<file path="config.mk">
export PLATFORM = sky130hd
export DESIGN_NAME = i2c_xfer_seq
export DESIGN_NICKNAME = d
export VERILOG_FILES = /design/src/rtl/i2c_seq_pkg.sv /design/src/rtl/i2c_seq_fsm.sv /design/src/rtl/i2c_seq_status.sv /design/src/rtl/i2c_xfer_seq.sv
export SDC_FILE = /design/constraint.sdc
export NUM_CORES = 1
export LEC_CHECK = 0
export CORE_AREA = 3 3 84 86
export DETAILED_ROUTE_END_ITERATION = 6
export DIE_AREA = 0 0 87 89
export GPL_ROUTABILITY_DRIVEN = 0
export PLACE_DENSITY = 0.91
export SETUP_SLACK_MARGIN = 0.02
export SLEW_MARGIN = 20
export SYNTH_ARGS = -nofsm -noshare
export SYNTH_HDL_FRONTEND = slang
export SYNTH_SLANG_ARGS = --single-unit
</file>
<file path="constraint.sdc">
create_clock -name clk -period 3 [get_ports clk]
set_input_delay 0.6 -clock clk [delete_from_list [all_inputs] [get_ports clk]]
set_output_delay 0.6 -clock clk [all_outputs]
set_load 0.05 [all_outputs]
</file>
<file path="src/rtl/i2c_seq_pkg.sv">
package i2c_seq_pkg;

    typedef enum logic [2:0] {
        ST_IDLE,
        ST_ADDR,
        ST_BYTE,
        ST_STOP,
        ST_NEXT,
        ST_DONE,
        ST_HALT
    } seq_state_t;

    typedef enum logic [1:0] {
        OP_START = 2'd0,
        OP_BYTE  = 2'd1,
        OP_STOP  = 2'd2
    } bus_op_t;

    localparam int CTL_GO     = 0;
    localparam int CTL_RD     = 1;
    localparam int CTL_CHAIN  = 2;
    localparam int CTL_RSTART = 3;
    localparam int CTL_CNT_LO = 4;
    localparam int CTL_CNT_W  = 2;
    localparam int CTL_HALT   = 7;
    localparam int CTL_W      = 8;

endpackage

</file>
<file path="src/rtl/i2c_seq_fsm.sv">
module i2c_seq_fsm
    import i2c_seq_pkg::*;
#(
    parameter int SLOTS = 4,
    localparam int IDX_W = (SLOTS > 1) ? $clog2(SLOTS) : 1
) (
    input  logic             clk,
    input  logic             rst_n,
    input  logic             ctrl_wr,
    input  logic [CTL_W-1:0] ctrl_wdata,
    input  logic             rsp_valid,
    input  logic             rsp_ok,
    output seq_state_t       state,
    output logic [IDX_W-1:0] idx,
    output logic             rd,
    output logic             cmd_valid,
    output bus_op_t          cmd_op,
    output logic             launch,
    output logic             ev_start_try,
    output logic             ev_start_ok,
    output logic             ev_start_bad,
    output logic             ev_byte_ok,
    output logic             ev_byte_bad,
    output logic             finish
);

    seq_state_t       nxt;
    logic [IDX_W-1:0] last_idx;
    logic             chain;
    logic             rstart;
    logic             held;
    logic             halt_now;
    logic             release_due;
    logic             at_last;

    assign halt_now    = (state == ST_IDLE) && ctrl_wr && ctrl_wdata[CTL_HALT] && held;
    assign launch      = (state == ST_IDLE) && ctrl_wr && ctrl_wdata[CTL_GO] && !halt_now;
    assign release_due = rstart || !chain;
    assign at_last     = (idx == last_idx);

    // next-state logic
    always_comb begin
        nxt = state;
        unique case (state)
            ST_IDLE: begin
                if (halt_now)    nxt = ST_HALT;
                else if (launch) nxt = held ? ST_BYTE : ST_ADDR;
            end
            ST_ADDR: if (rsp_valid) nxt = rsp_ok ? ST_BYTE : ST_DONE;
            ST_BYTE: begin
                if (rsp_valid) begin
                    if (!rsp_ok)          nxt = ST_DONE;
                    else if (release_due) nxt = ST_STOP;
                    else                  nxt = ST_NEXT;
                end
            end
            ST_STOP: if (rsp_valid) nxt = ST_NEXT;
            ST_NEXT: begin
                if (at_last)   nxt = ST_DONE;
                else if (held) nxt = ST_BYTE;
                else           nxt = ST_ADDR;
            end
            ST_DONE: nxt = ST_IDLE;
            ST_HALT: if (rsp_valid) nxt = ST_IDLE;
            default: nxt = ST_IDLE;
        endcase
    end

    // state register and sequence context
    always_ff @(posedge clk) begin
        if (!rst_n) begin
            state    <= ST_IDLE;
            idx      <= '0;
            last_idx <= '0;
            rd       <= 1'b0;
            chain    <= 1'b0;
            rstart   <= 1'b0;
            held     <= 1'b0;
        end else begin
            state <= nxt;
            if (launch) begin
                idx      <= '0;
                last_idx <= IDX_W'(ctrl_wdata[CTL_CNT_LO +: CTL_CNT_W]);
                rd       <= ctrl_wdata[CTL_RD];
                chain    <= ctrl_wdata[CTL_CHAIN];
                rstart   <= ctrl_wdata[CTL_RSTART];
            end
            if (state == ST_ADDR && rsp_valid && rsp_ok) held <= 1'b1;
            if ((state == ST_STOP || state == ST_HALT) && rsp_valid) held <= 1'b0;
            if (state == ST_NEXT && !at_last) idx <= idx + 1'b1;
        end
    end

    // outputs
    always_comb begin
        cmd_valid    = 1'b0;
        cmd_op       = OP_START;
        ev_start_try = 1'b0;
        ev_start_ok  = 1'b0;
        ev_start_bad = 1'b0;
        ev_byte_ok   = 1'b0;
        ev_byte_bad  = 1'b0;
        finish       = 1'b0;
        unique case (state)
            ST_ADDR: begin
                cmd_valid    = 1'b1;
                cmd_op       = OP_START;
                ev_start_try = rsp_valid;
                ev_start_ok  = rsp_valid && rsp_ok;
                ev_start_bad = rsp_valid && !rsp_ok;
            end
            ST_BYTE: begin
                cmd_valid   = 1'b1;
                cmd_op      = OP_BYTE;
                ev_byte_ok  = rsp_valid && rsp_ok;
                ev_byte_bad = rsp_valid && !rsp_ok;
            end
            ST_STOP, ST_HALT: begin
                cmd_valid = 1'b1;
                cmd_op    = OP_STOP;
            end
            ST_DONE: finish = 1'b1;
            default: ;
        endcase
    end

endmodule

</file>
<file path="src/rtl/i2c_seq_status.sv">
module i2c_seq_status
    import i2c_seq_pkg::*;
#(
    parameter int SLOTS  = 4,
    parameter int BYTE_W = 8,
    localparam int IDX_W = (SLOTS > 1) ? $clog2(SLOTS) : 1,
    localparam int CNT_W = $clog2(SLOTS + 1)
) (
    input  logic                    clk,
    input  logic                    rst_n,
    input  logic                    ctrl_accept,
    input  logic [CTL_W-1:0]        ctrl_wdata,
    input  logic                    launch,
    input  logic                    rd,
    input  logic [IDX_W-1:0]        idx,
    input  logic [BYTE_W-1:0]       rsp_rdata,
    input  logic                    ev_start_try,
    input  logic                    ev_start_ok,
    input  logic                    ev_start_bad,
    input  logic                    ev_byte_ok,
    input  logic                    ev_byte_bad,
    input  logic                    finish,
    input  logic                    irq_en,
    input  logic                    done_mask,
    output logic [CTL_W-1:0]        ctrl_q,
    output logic [CNT_W-1:0]        xfer_cnt,
    output logic [SLOTS*BYTE_W-1:0] rx_data,
    output logic                    has_data,
    output logic                    full,
    output logic                    err,
    output logic                    abort,
    output logic                    irq_req
);

    logic [CNT_W-1:0] done_cnt;

    always_ff @(posedge clk) begin
        if (!rst_n) begin
            ctrl_q   <= '0;
            xfer_cnt <= '0;
            done_cnt <= '0;
            has_data <= 1'b0;
            full     <= 1'b0;
            err      <= 1'b0;
            abort    <= 1'b0;
            irq_req  <= 1'b0;
        end else begin
            irq_req <= 1'b0;
            if (ctrl_accept) ctrl_q <= ctrl_wdata & ~(CTL_W'(1) << CTL_GO);
            if (launch) done_cnt <= '0;
            if (ev_byte_ok) done_cnt <= done_cnt + 1'b1;
            if (ev_start_try) abort <= 1'b0;
            if (ev_start_ok) err <= 1'b0;
            if (ev_start_bad || ev_byte_bad) begin
                err   <= 1'b1;
                abort <= 1'b1;
            end
            if (finish) begin
                xfer_cnt <= done_cnt;
                if (rd && done_cnt != '0) has_data <= 1'b1;
                if (rd && done_cnt == CNT_W'(SLOTS)) full <= 1'b1;
                irq_req <= (done_cnt != '0) && irq_en && done_mask;
            end
        end
    end

    for (genvar g = 0; g < SLOTS; g++) begin : g_rx_slot
        always_ff @(posedge clk) begin
            if (!rst_n) begin
                rx_data[g*BYTE_W +: BYTE_W] <= '0;
            end else if (ev_byte_ok && rd && idx == IDX_W'(g)) begin
                rx_data[g*BYTE_W +: BYTE_W] <= rsp_rdata;
            end
        end
    end

endmodule

</file>
<file path="src/rtl/i2c_xfer_seq.sv">
module i2c_xfer_seq
    import i2c_seq_pkg::*;
#(
    parameter int SLOTS  = 4,
    parameter int BYTE_W = 8,
    parameter int ADDR_W = 7,
    localparam int IDX_W = (SLOTS > 1) ? $clog2(SLOTS) : 1,
    localparam int CNT_W = $clog2(SLOTS + 1)
) (
    input  logic                    clk,
    input  logic                    rst_n,
    input  logic                    ctrl_wr,
    input  logic [CTL_W-1:0]        ctrl_wdata,
    output logic [CTL_W-1:0]        ctrl_q,
    input  logic [ADDR_W:0]         dev_addr,
    input  logic [SLOTS*BYTE_W-1:0] tx_data,
    input  logic                    irq_en,
    input  logic                    done_mask,
    output logic                    cmd_valid,
    output logic [1:0]              cmd_op,
    output logic [ADDR_W-1:0]       cmd_addr,
    output logic                    cmd_rnw,
    output logic [BYTE_W-1:0]       cmd_wdata,
    input  logic                    rsp_valid,
    input  logic                    rsp_ok,
    input  logic [BYTE_W-1:0]       rsp_rdata,
    output logic                    busy,
    output logic [CNT_W-1:0]        xfer_cnt,
    output logic [SLOTS*BYTE_W-1:0] rx_data,
    output logic                    has_data,
    output logic                    full,
    output logic                    err,
    output logic                    abort,
    output logic                    irq_req
);

    seq_state_t       state;
    bus_op_t          op;
    logic [IDX_W-1:0] idx;
    logic             rd;
    logic             launch;
    logic             ev_start_try;
    logic             ev_start_ok;
    logic             ev_start_bad;
    logic             ev_byte_ok;
    logic             ev_byte_bad;
    logic             finish;

    i2c_seq_fsm #(.SLOTS(SLOTS)) u_fsm (
        .clk          (clk),
        .rst_n        (rst_n),
        .ctrl_wr      (ctrl_wr),
        .ctrl_wdata   (ctrl_wdata),
        .rsp_valid    (rsp_valid),
        .rsp_ok       (rsp_ok),
        .state        (state),
        .idx          (idx),
        .rd           (rd),
        .cmd_valid    (cmd_valid),
        .cmd_op       (op),
        .launch       (launch),
        .ev_start_try (ev_start_try),
        .ev_start_ok  (ev_start_ok),
        .ev_start_bad (ev_start_bad),
        .ev_byte_ok   (ev_byte_ok),
        .ev_byte_bad  (ev_byte_bad),
        .finish       (finish)
    );

    i2c_seq_status #(.SLOTS(SLOTS), .BYTE_W(BYTE_W)) u_status (
        .clk          (clk),
        .rst_n        (rst_n),
        .ctrl_accept  (ctrl_wr && !busy),
        .ctrl_wdata   (ctrl_wdata),
        .launch       (launch),
        .rd           (rd),
        .idx          (idx),
        .rsp_rdata    (rsp_rdata),
        .ev_start_try (ev_start_try),
        .ev_start_ok  (ev_start_ok),
        .ev_start_bad (ev_start_bad),
        .ev_byte_ok   (ev_byte_ok),
        .ev_byte_bad  (ev_byte_bad),
        .finish       (finish),
        .irq_en       (irq_en),
        .done_mask    (done_mask),
        .ctrl_q       (ctrl_q),
        .xfer_cnt     (xfer_cnt),
        .rx_data      (rx_data),
        .has_data     (has_data),
        .full         (full),
        .err          (err),
        .abort        (abort),
        .irq_req      (irq_req)
    );

    assign busy      = (state != ST_IDLE);
    assign cmd_op    = op;
    assign cmd_addr  = dev_addr[ADDR_W:1];
    assign cmd_rnw   = rd;
    assign cmd_wdata = tx_data[idx*BYTE_W +: BYTE_W];

endmodule

</file>
After elaboration in Yosys (flattened, before gate mapping)

Cells that the tools add are included.

$add $sub $neg: 2
Eq/ne operators: 16
Shifts and indexed selects: 1
Muxes and demuxes: 28
Bitwise logic cells: 1
Reductions and logical operators: 44

Operators with widths:

| kind                                                  | number |
|---|---|
| two-way mux 3 bit                                     | 12 |
| indexed part select 32 x 6 -> 8 bit                   | 1 |
| logical AND 1 bit                                     | 21 |
| case mux 3 bit (6 select lines)                       | 1 |
| == test 3 bit, second input constant                  | 4 |
| two-way mux 1 bit                                     | 11 |
| inequality test 2 bit, second input constant          | 4 |
| nonzero test 2 bit                                    | 4 |
| == test 3 x 2 -> 1 bit, second input constant         | 2 |
| two-way mux 2 bit                                     | 3 |
| AND reduction 2 bit                                   | 3 |
| nonzero test 3 bit                                    | 2 |
| logical NOT 1 bit                                     | 5 |
| AND reduction 5 bit                                   | 1 |
| == test 2 bit, second input constant                  | 2 |
| case mux 2 bit (2 select lines)                       | 1 |
| OR reduction 2 bit                                    | 2 |
| OR reduction 4 bit                                    | 1 |
| adder 3 x 1 -> 3 bit, second input constant           | 1 |
| == test 3 x 1 -> 1 bit, second input constant         | 1 |
| logical NOT 3 bit                                     | 1 |
| logical OR 1 bit                                      | 3 |
| inequality test 3 x 2 -> 1 bit, second input constant | 1 |
| adder 2 x 1 -> 2 bit, second input constant           | 1 |
| 4 further kinds                                       | 4 |

Register bits after elaboration: 61
Input port bits: 63
Output and inout port bits: 68
Word-level logic and storage cells: 111

Logic depth before layout (Yosys ltp)

Gate-level depths: netlist of run 1.

Depth after elaboration: 9
Depth in mapped cells: 6
Gate-level depth less buffers: 5

By module

Synthesis of run 1 repeated with hierarchy kept, for this count alone.

Cell total of the unflattened synthesis: 292
Area, all modules: 2763.9 sq um

By module, submodules not included:

| module         | instances | cells an instance | area an instance (sq um) | sequential area each (sq um) |
|---|---|---|---|---|
| i2c_seq_status | 1         | 188               | 1801.7                   | 1001.0 |
| i2c_seq_fsm    | 1         | 85                | 698.2                    | 220.2 |
| i2c_xfer_seq   | 1         | 19                | 264.0                    | 0.0 |

Worst setup path after synthesis of run 1

OpenSTA, ideal clock, no wires.

Path kind: reg2out
From: register u_fsm.state[0]
To: output cmd_op[1]
Arrival: 1.493 ns
Data required time: 2.400 ns
Path slack: 0.907 ns
Cell stages (with the launch flop): 5
Path buffers: 2
Cell sequence: dfxtp_1 buf_6 clkbuf_1 xnor2_1 nor2_1

Cells in the longest elaborated chain, start to end: 3

Ends and longest elaborated chain:

| element                                                 | RTL line           | RTL |
|---|---|---|
| start, declared                                         | i2c_seq_fsm.sv:13  | `output seq_state_t state,` |
| start signal, assigned                                  | i2c_seq_fsm.sv:80  | `state <= nxt;` |
| == test 3 bit or == test 3 x 2 -> 1 bit (tied branches) | i2c_seq_fsm.sv:104 | `unique case (state)` |
| OR reduction 2 bit                                      | i2c_seq_fsm.sv:104 |  |
| case mux 2 bit (2 select lines) *                       | i2c_seq_fsm.sv:104 |  |
| end, declared                                           | i2c_xfer_seq.sv:20 | `output logic [1:0] cmd_op,` |

Mark *: on every way between the ends. The rest lies on a longest branch, timed or not.

Worst setup path after layout of run 1

From: input tx_data[28]
To: output cmd_wdata[4]

Cells in the longest elaborated chain, start to end: 1

Ends and longest elaborated chain:

| element                             | RTL line            | RTL |
|---|---|---|
| start, declared                     | i2c_xfer_seq.sv:16  | `input logic [SLOTS*BYTE_W-1:0] tx_data,` |
| indexed part select 32 x 6 -> 8 bit | i2c_xfer_seq.sv:101 | `assign cmd_wdata = tx_data[idx*BYTE_W +: BYTE_W];` |
| end, declared                       | i2c_xfer_seq.sv:23  | `output logic [BYTE_W-1:0] cmd_wdata,` |

Every way passes these cells.

==> results of run 1 <==
-- worst paths after layout --
check	start	to
setup reg to reg	u_fsm.state[0]	u_fsm.last_idx[0]
hold reg to reg	u_status.abort	u_status.abort
setup / recovery	tx_data[28]	cmd_wdata[4]
hold / removal	u_status.abort	u_status.abort
-- flip-flops by register name, summed over array words and instances, names as in the netlist, 2 cells and up --
signal and flops:
u_status.ctrl_q 7, u_status.done_cnt 3, u_fsm.idx 2, u_fsm.last_idx 2, u_fsm.state 3, u_status.xfer_cnt 3
u_status.rx_data 32
-- layer usage --
metal | vias up | share of wire, %
li1 | 1273 | -
met4 | 0 | 1.1
met1 | 1246 | 39
met3 | 6 | 8.4
met2 | 112 | 51
met5 | - | 0
-- final cells by class --
type                       count  share of cell area, %
clock buffer                   9                   2.93
clock inverter                 7                   1.74
inverter                       7                  0.621
multi-input combinational    210                   35.2
sequential                    61                   28.9
tap                           77                   2.28
timing repair buffer         123                   28.4
-- through the flow --
stage,hold WS [ns],worst slack (ns),cell area (um^2)
global placement,0.442,0.227,4030
floorplan,0.462,0.907,2880
CTS,0.459,0.136,4230
detailed placement,0.449,0.234,4030
finish,0.454,0.236,4230
global route,0.468,0.206,4230
-- synthesized netlist by cell type, types with 2 or more instances --
cell type	count
dfxtp_1	61
nand2_1	26
ha_1	6
o21ai_0	4
buf_2	4
xor2_1	2
nand2b_1	4
buf_4	9
inv_1	7
mux2i_1	37
clkbuf_1	10
nor2_1	46
a31oi_1	3
nor3b_1	2
xnor2_1	2
and3_1	4
nor3_1	3
nand3_1	9
or3_1	2
a211oi_1	4
mux4_2	8
nand3_2	4
a21oi_1	22
o22ai_1	2
nand4_1	3
-- power by group --
| part | switching [W] | total, W | internal, W |
|---|---|---|---|
| Sequential | 0.0000669 | 0.000925 | 0.000858 |
| Combinational | 0.000471 | 0.000797 | 0.000326 |
| Clock | 0.000326 | 0.000712 | 0.000386 |
-- cells by family after synthesis --
kind of cell / Yosys count / synth area share, %
flip-flops: 61 / 42.5
AO/OA/AOI/OAI: 44 / 9.53
other: 1 / 0.130
adder cells (fa/ha/maj): 6 / 2.61
XOR/XNOR: 4 / 1.22
AND/OR/NAND/NOR: 110 / 19.1
buffers and inverters: 32 / 5.79
multiplexers: 45 / 19.1
-- critical path, cell delays in order --
cell and delay (ns):
clkdlybuf4s50_1 0.40, mux4_2 0.46, clkdlybuf4s50_1 0.71
==> run metrics, run 1 <==
Root Buffer=clkbuf_8; Via-to-Cell Ratio=5.34; R2R depth=5; ys flop type=dfxtp_1; yosys warns=0; CTS tree=built; Post-synth EDFFs=0; largest net degree at the start of global routing=50; nets=481; Ports=131; CTS Buf Count=9; vias in the first global route=2457; die width=87 um; synth top area cells=dfxtp_1, mux2i_1, mux4_2; critical path required time=2.40 ns; dpl hpwl=5920 um; sequential area share after synthesis=42.5%; Pre-antenna DRT Iters=4; post-synthesis cell type count=44; max-cap violations=0; Hold Violations, Final=0; Worst R2R Setup Slack=1.10 ns; Slew HR=62.1%; share of the synthesized area in the top cell type=42.5%; DRC viols=0; Worst Hold Depth=2; critical path capture point type=output port; H-tree depth=3; Mapped Area=0.00288 mm^2; met2 Use GR=34.4%; asr flop ratio synth=0%; Cell Rows=29; Filler Cells Inserted=505; CP Class=in -> out; area of the multi-input gates=0.00149 mm^2; dpl cells=478; Ant. Diodes=0; Worst-Margin Slew=0.566 ns; core area=0.00635 mm^2; DRT Wirelength=7720 um; wire length per cell=15.6 um; PD cells=575 mW/mm^2; postcts setup bufs=0; synthesis-to-layout area growth=47.2%; DIE AREA=0.00774 mm^2; Fin Setup TNS=0 ns; die height=89 um; RSZ-0062 raised after global routing=no; antenna-violating nets left=0; Peak VDD IR=378 uV; most frequent cells in the layout=clkdlybuf4s50_1, dfxtp_1, nor2_1; Initial Util=45.3%; Synth Register Bits=61; met1 Track Usage GR=21.9%; total vias in the final route=2637; GRT met3 Usage=4.52%; layout cells sized above 1=12.0%; post-CTS resize count=0; CTS clock-pin slew for the worst setup and hold paths=0.07 ns; Yosys top cell by area=dfxtp_1; Startpoint Class=input port; GRT Total Usage=19.1%; grt peak-use layer=met2; type of the worst min-delay path=reg -> reg; first-pass GRT wire length=11600 um; Reg area=0.00122 mm^2; Congestion Overflow GR=0; Setup Viol. Count Final=0; Data arrival, critical path=2.16 ns; Final Non-Filler Cells=494; clock skew=0.0113 ns; Synth Area per Inst=9.49 um^2; port buffer count=114; status=completed; max-slew violations=0; final period utilization=92.1%; clock tree sinks=61; clock tree buffer depth=2; initial antenna violation count=0; Peak Freq=0.362 GHz; Cells after Synth=303; Leakage=1.81 nW; Clock Latency Late Sink=0.32 ns; First DRT Iteration DRCs=110; post-layout util=66.7%; min cycle time layout=2.76 ns; Pwr Total=0.00243 W; crit path max fanout=1; most common cell after layout, fill and taps aside=clkdlybuf4s50_1; Hold-fix buffers, CTS=0; Syn Nets=372
Power figures use the tool's default switching activity.
==> run 2: changes to the inputs <==
--- a/config.mk
+++ b/config.mk
@@ -5,9 +5,9 @@
 export SDC_FILE = /design/constraint.sdc
 export NUM_CORES = 1
 export LEC_CHECK = 0
-export CORE_AREA = 3 3 84 86
+export CORE_AREA = 2 2 83 85
 export DETAILED_ROUTE_END_ITERATION = 6
-export DIE_AREA = 0 0 87 89
+export DIE_AREA = 0 0 85 87
 export GPL_ROUTABILITY_DRIVEN = 0
 export PLACE_DENSITY = 0.91
 export SETUP_SLACK_MARGIN = 0.02
==> run 2 against run 1 <==
Non-clock buffer count increased by 2. Count of clock-buffer cells in the layout increased by 1. Core utilization decreased by 2.0 points. Clock power grew 6.6%. Cell count up 1.0%. Worst setup slack worse by 0.023 ns. Maximum frequency decreased by 0.83%. Register-to-register slack gained 0.07 ns. First-iteration DRC count increased by 11%. Cell area increased by 0.35%.
==> run metrics, run 2 (synthesis gave the netlist of run 1 again) <==
status=completed (unchanged); Ant. Diodes=0 (unchanged); DIE AREA=0.00740 mm^2 (was 0.00774 mm^2); CP Class=in -> out (unchanged); HP Start=u_status.ctrl_q[2] (was u_status.abort); Worst R2R Setup Slack=1.17 ns (was 1.10 ns); start point of the critical path=tx_data[30] (was tx_data[28]); Slew HR=61.1% (was 62.1%); Peak VDD IR=615 uV (was 378 uV); crit path max fanout=1 (unchanged); die height=87 um (was 89 um); nets=483 (was 481); Hold Violations, Final=0 (unchanged); Via-to-Cell Ratio=5.22 (was 5.34); most frequent cells in the layout=clkdlybuf4s50_1, dfxtp_1, nor2_1 (unchanged); DRC viols=0 (unchanged); critical path required time=2.40 ns (about the same); clock tree sinks=61 (unchanged); worst hold margin=0.456 ns (was 0.454 ns); Worst-Margin Slew=0.582 ns (was 0.566 ns); port buffer count=114 (unchanged); max-cap violations=0 (unchanged); reg2reg end=u_fsm.chain (was u_fsm.last_idx[0]); first-pass GRT wire length=11700 um (was 11600 um); Fin Setup TNS=0 ns (unchanged); largest net degree at the start of global routing=38 (was 50); Pre-antenna DRT Iters=4 (unchanged); Leakage=1.82 nW (was 1.81 nW); DRT Wirelength=7530 um (was 7720 um); Setup crit end=cmd_wdata[6] (was cmd_wdata[4]); max-slew violations=0 (unchanged); H-tree depth=3 (unchanged); post-CTS resize count=0 (unchanged); Congestion Overflow GR=0 (unchanged); largest register by flop count=u_status.rx_data (unchanged); Ports=131 (unchanged); Startpoint Class=input port (unchanged); Setup Viol. Count Final=0 (unchanged); final worst slack=0.213 ns (was 0.236 ns); post-layout util=64.7% (was 66.7%); Hold-fix buffers, CTS=0 (unchanged); most common cell after layout, fill and taps aside=clkdlybuf4s50_1 (unchanged); antenna-violating nets left=0 (unchanged); Clock Latency Late Sink=0.34 ns (was 0.32 ns); min cycle time layout=2.79 ns (was 2.76 ns); wire length per cell=15.1 um (was 15.6 um); clock tree buffer depth=2 (unchanged); Pwr Total=0.00248 W (was 0.00243 W); synthesis-to-layout area growth=47.7% (was 47.2%); GRT Total Usage=20.1% (was 19.1%); Filler Cells Inserted=522 (was 505); Regs by FF count=u_status.rx_data x32, u_status.ctrl_q x7 (unchanged); Root Buffer=clkbuf_8 (unchanged); total vias in the final route=2603 (was 2637); CTS Buf Count=9 (unchanged); R2R depth=5 (unchanged); R2R Path Start=u_fsm.state[0] (unchanged); die width=85 um (was 87 um); clock skew=0.0106 ns (was 0.0113 ns); Largest register FFs=32 (unchanged); type of the worst min-delay path=reg -> reg (unchanged); CTS tree=built (unchanged); PD cells=584 mW/mm^2 (was 575 mW/mm^2); DP Worst Slack=0.204 ns (was 0.234 ns); vias in the first global route=2533 (was 2457); Cell Rows=30 (was 29); First DRT Iteration DRCs=122 (was 110); Data arrival, critical path=2.19 ns (was 2.16 ns); Initial Util=43.8% (was 45.3%); CTS clock-pin slew for the worst setup and hold paths=0.07 ns (about the same); final period utilization=92.9% (was 92.1%); dpl hpwl=5710 um (was 5920 um); critical path capture point type=output port (unchanged); core area=0.00657 mm^2 (was 0.00635 mm^2); layout cells sized above 1=12.2% (was 12.0%); initial antenna violation count=0 (unchanged); RSZ-0062 raised after global routing=no (unchanged); Peak Freq=0.359 GHz (was 0.362 GHz); postcts setup bufs=0 (unchanged)
## run 2: cell types whose count changed in the layout (fill, tap and decap cells not counted), sizes merged
| cell | previous run | this run |
|---|---|---|
| buf | 17 | 19 |
| clkbuf | 9 | 10 |
| clkinv | 4 | 3 |
| clkinvlp | 1 | 0 |
| inv | 8 | 9 |
## run 2: worst min path at each step
stage                           endpoint  slack, ns  cells after the start
CTS                   u_status.ctrl_q[2]       0.45                      2
global route          u_status.ctrl_q[2]       0.48                      2
floorplan           u_status.xfer_cnt[1]       0.46                      2
global placement      u_status.ctrl_q[6]       0.44                      2
detailed placement    u_status.ctrl_q[2]       0.45                      2
finish                u_status.ctrl_q[2]       0.46                      2
## run 2: worst max-delay path: stages
cell	delay [ns]
clkdlybuf4s50_1	0.40
mux4_2	0.47
clkdlybuf4s50_1	0.72
## run 2: power breakdown
part	internal, W	switching [W]	leakage [nW]	total, W
logic	0.000328	0.000478	1.22	0.000806
clock network	0.000413	0.000346	0.107	0.000759
registers	0.000858	0.0000589	0.493	0.000917
## run 2: area by class of cell
type / count / area (um^2) / share of cell area (%)
repair buffers: 125 / 1200 / 28.3
inverters: 7 / 26.3 / 0.619
clock inverters: 6 / 70.1 / 1.65
multi-input cells: 210 / 1490 / 35.1
clock buffers: 10 / 138 / 3.24
flip-flops and latches: 61 / 1220 / 28.7
well taps: 80 / 100 / 2.36
## run 2: metrics by stage
| stage | instances | instance area, um^2 |
|---|---|---|
| floorplan | 303 | 2880 |
| global placement | 483 | 4040 |
| detailed placement | 483 | 4040 |
| CTS | 499 | 4250 |
| global route | 499 | 4250 |
| finish | 499 | 4250 |
## run 2: routing by layer
metal | vias to the layer above | GRT usage (%) | part of all wire [%] | routed length (um)
li1 | 1281 | - | - | -
met3 | 14 | 7.96 | 7.7 | 579
met5 | - | 0 | 0 | 0
met1 | 1209 | 21.8 | 40 | 2990
met2 | 99 | 35.7 | 50 | 3790
met4 | 0 | 6.93 | 2.3 | 177
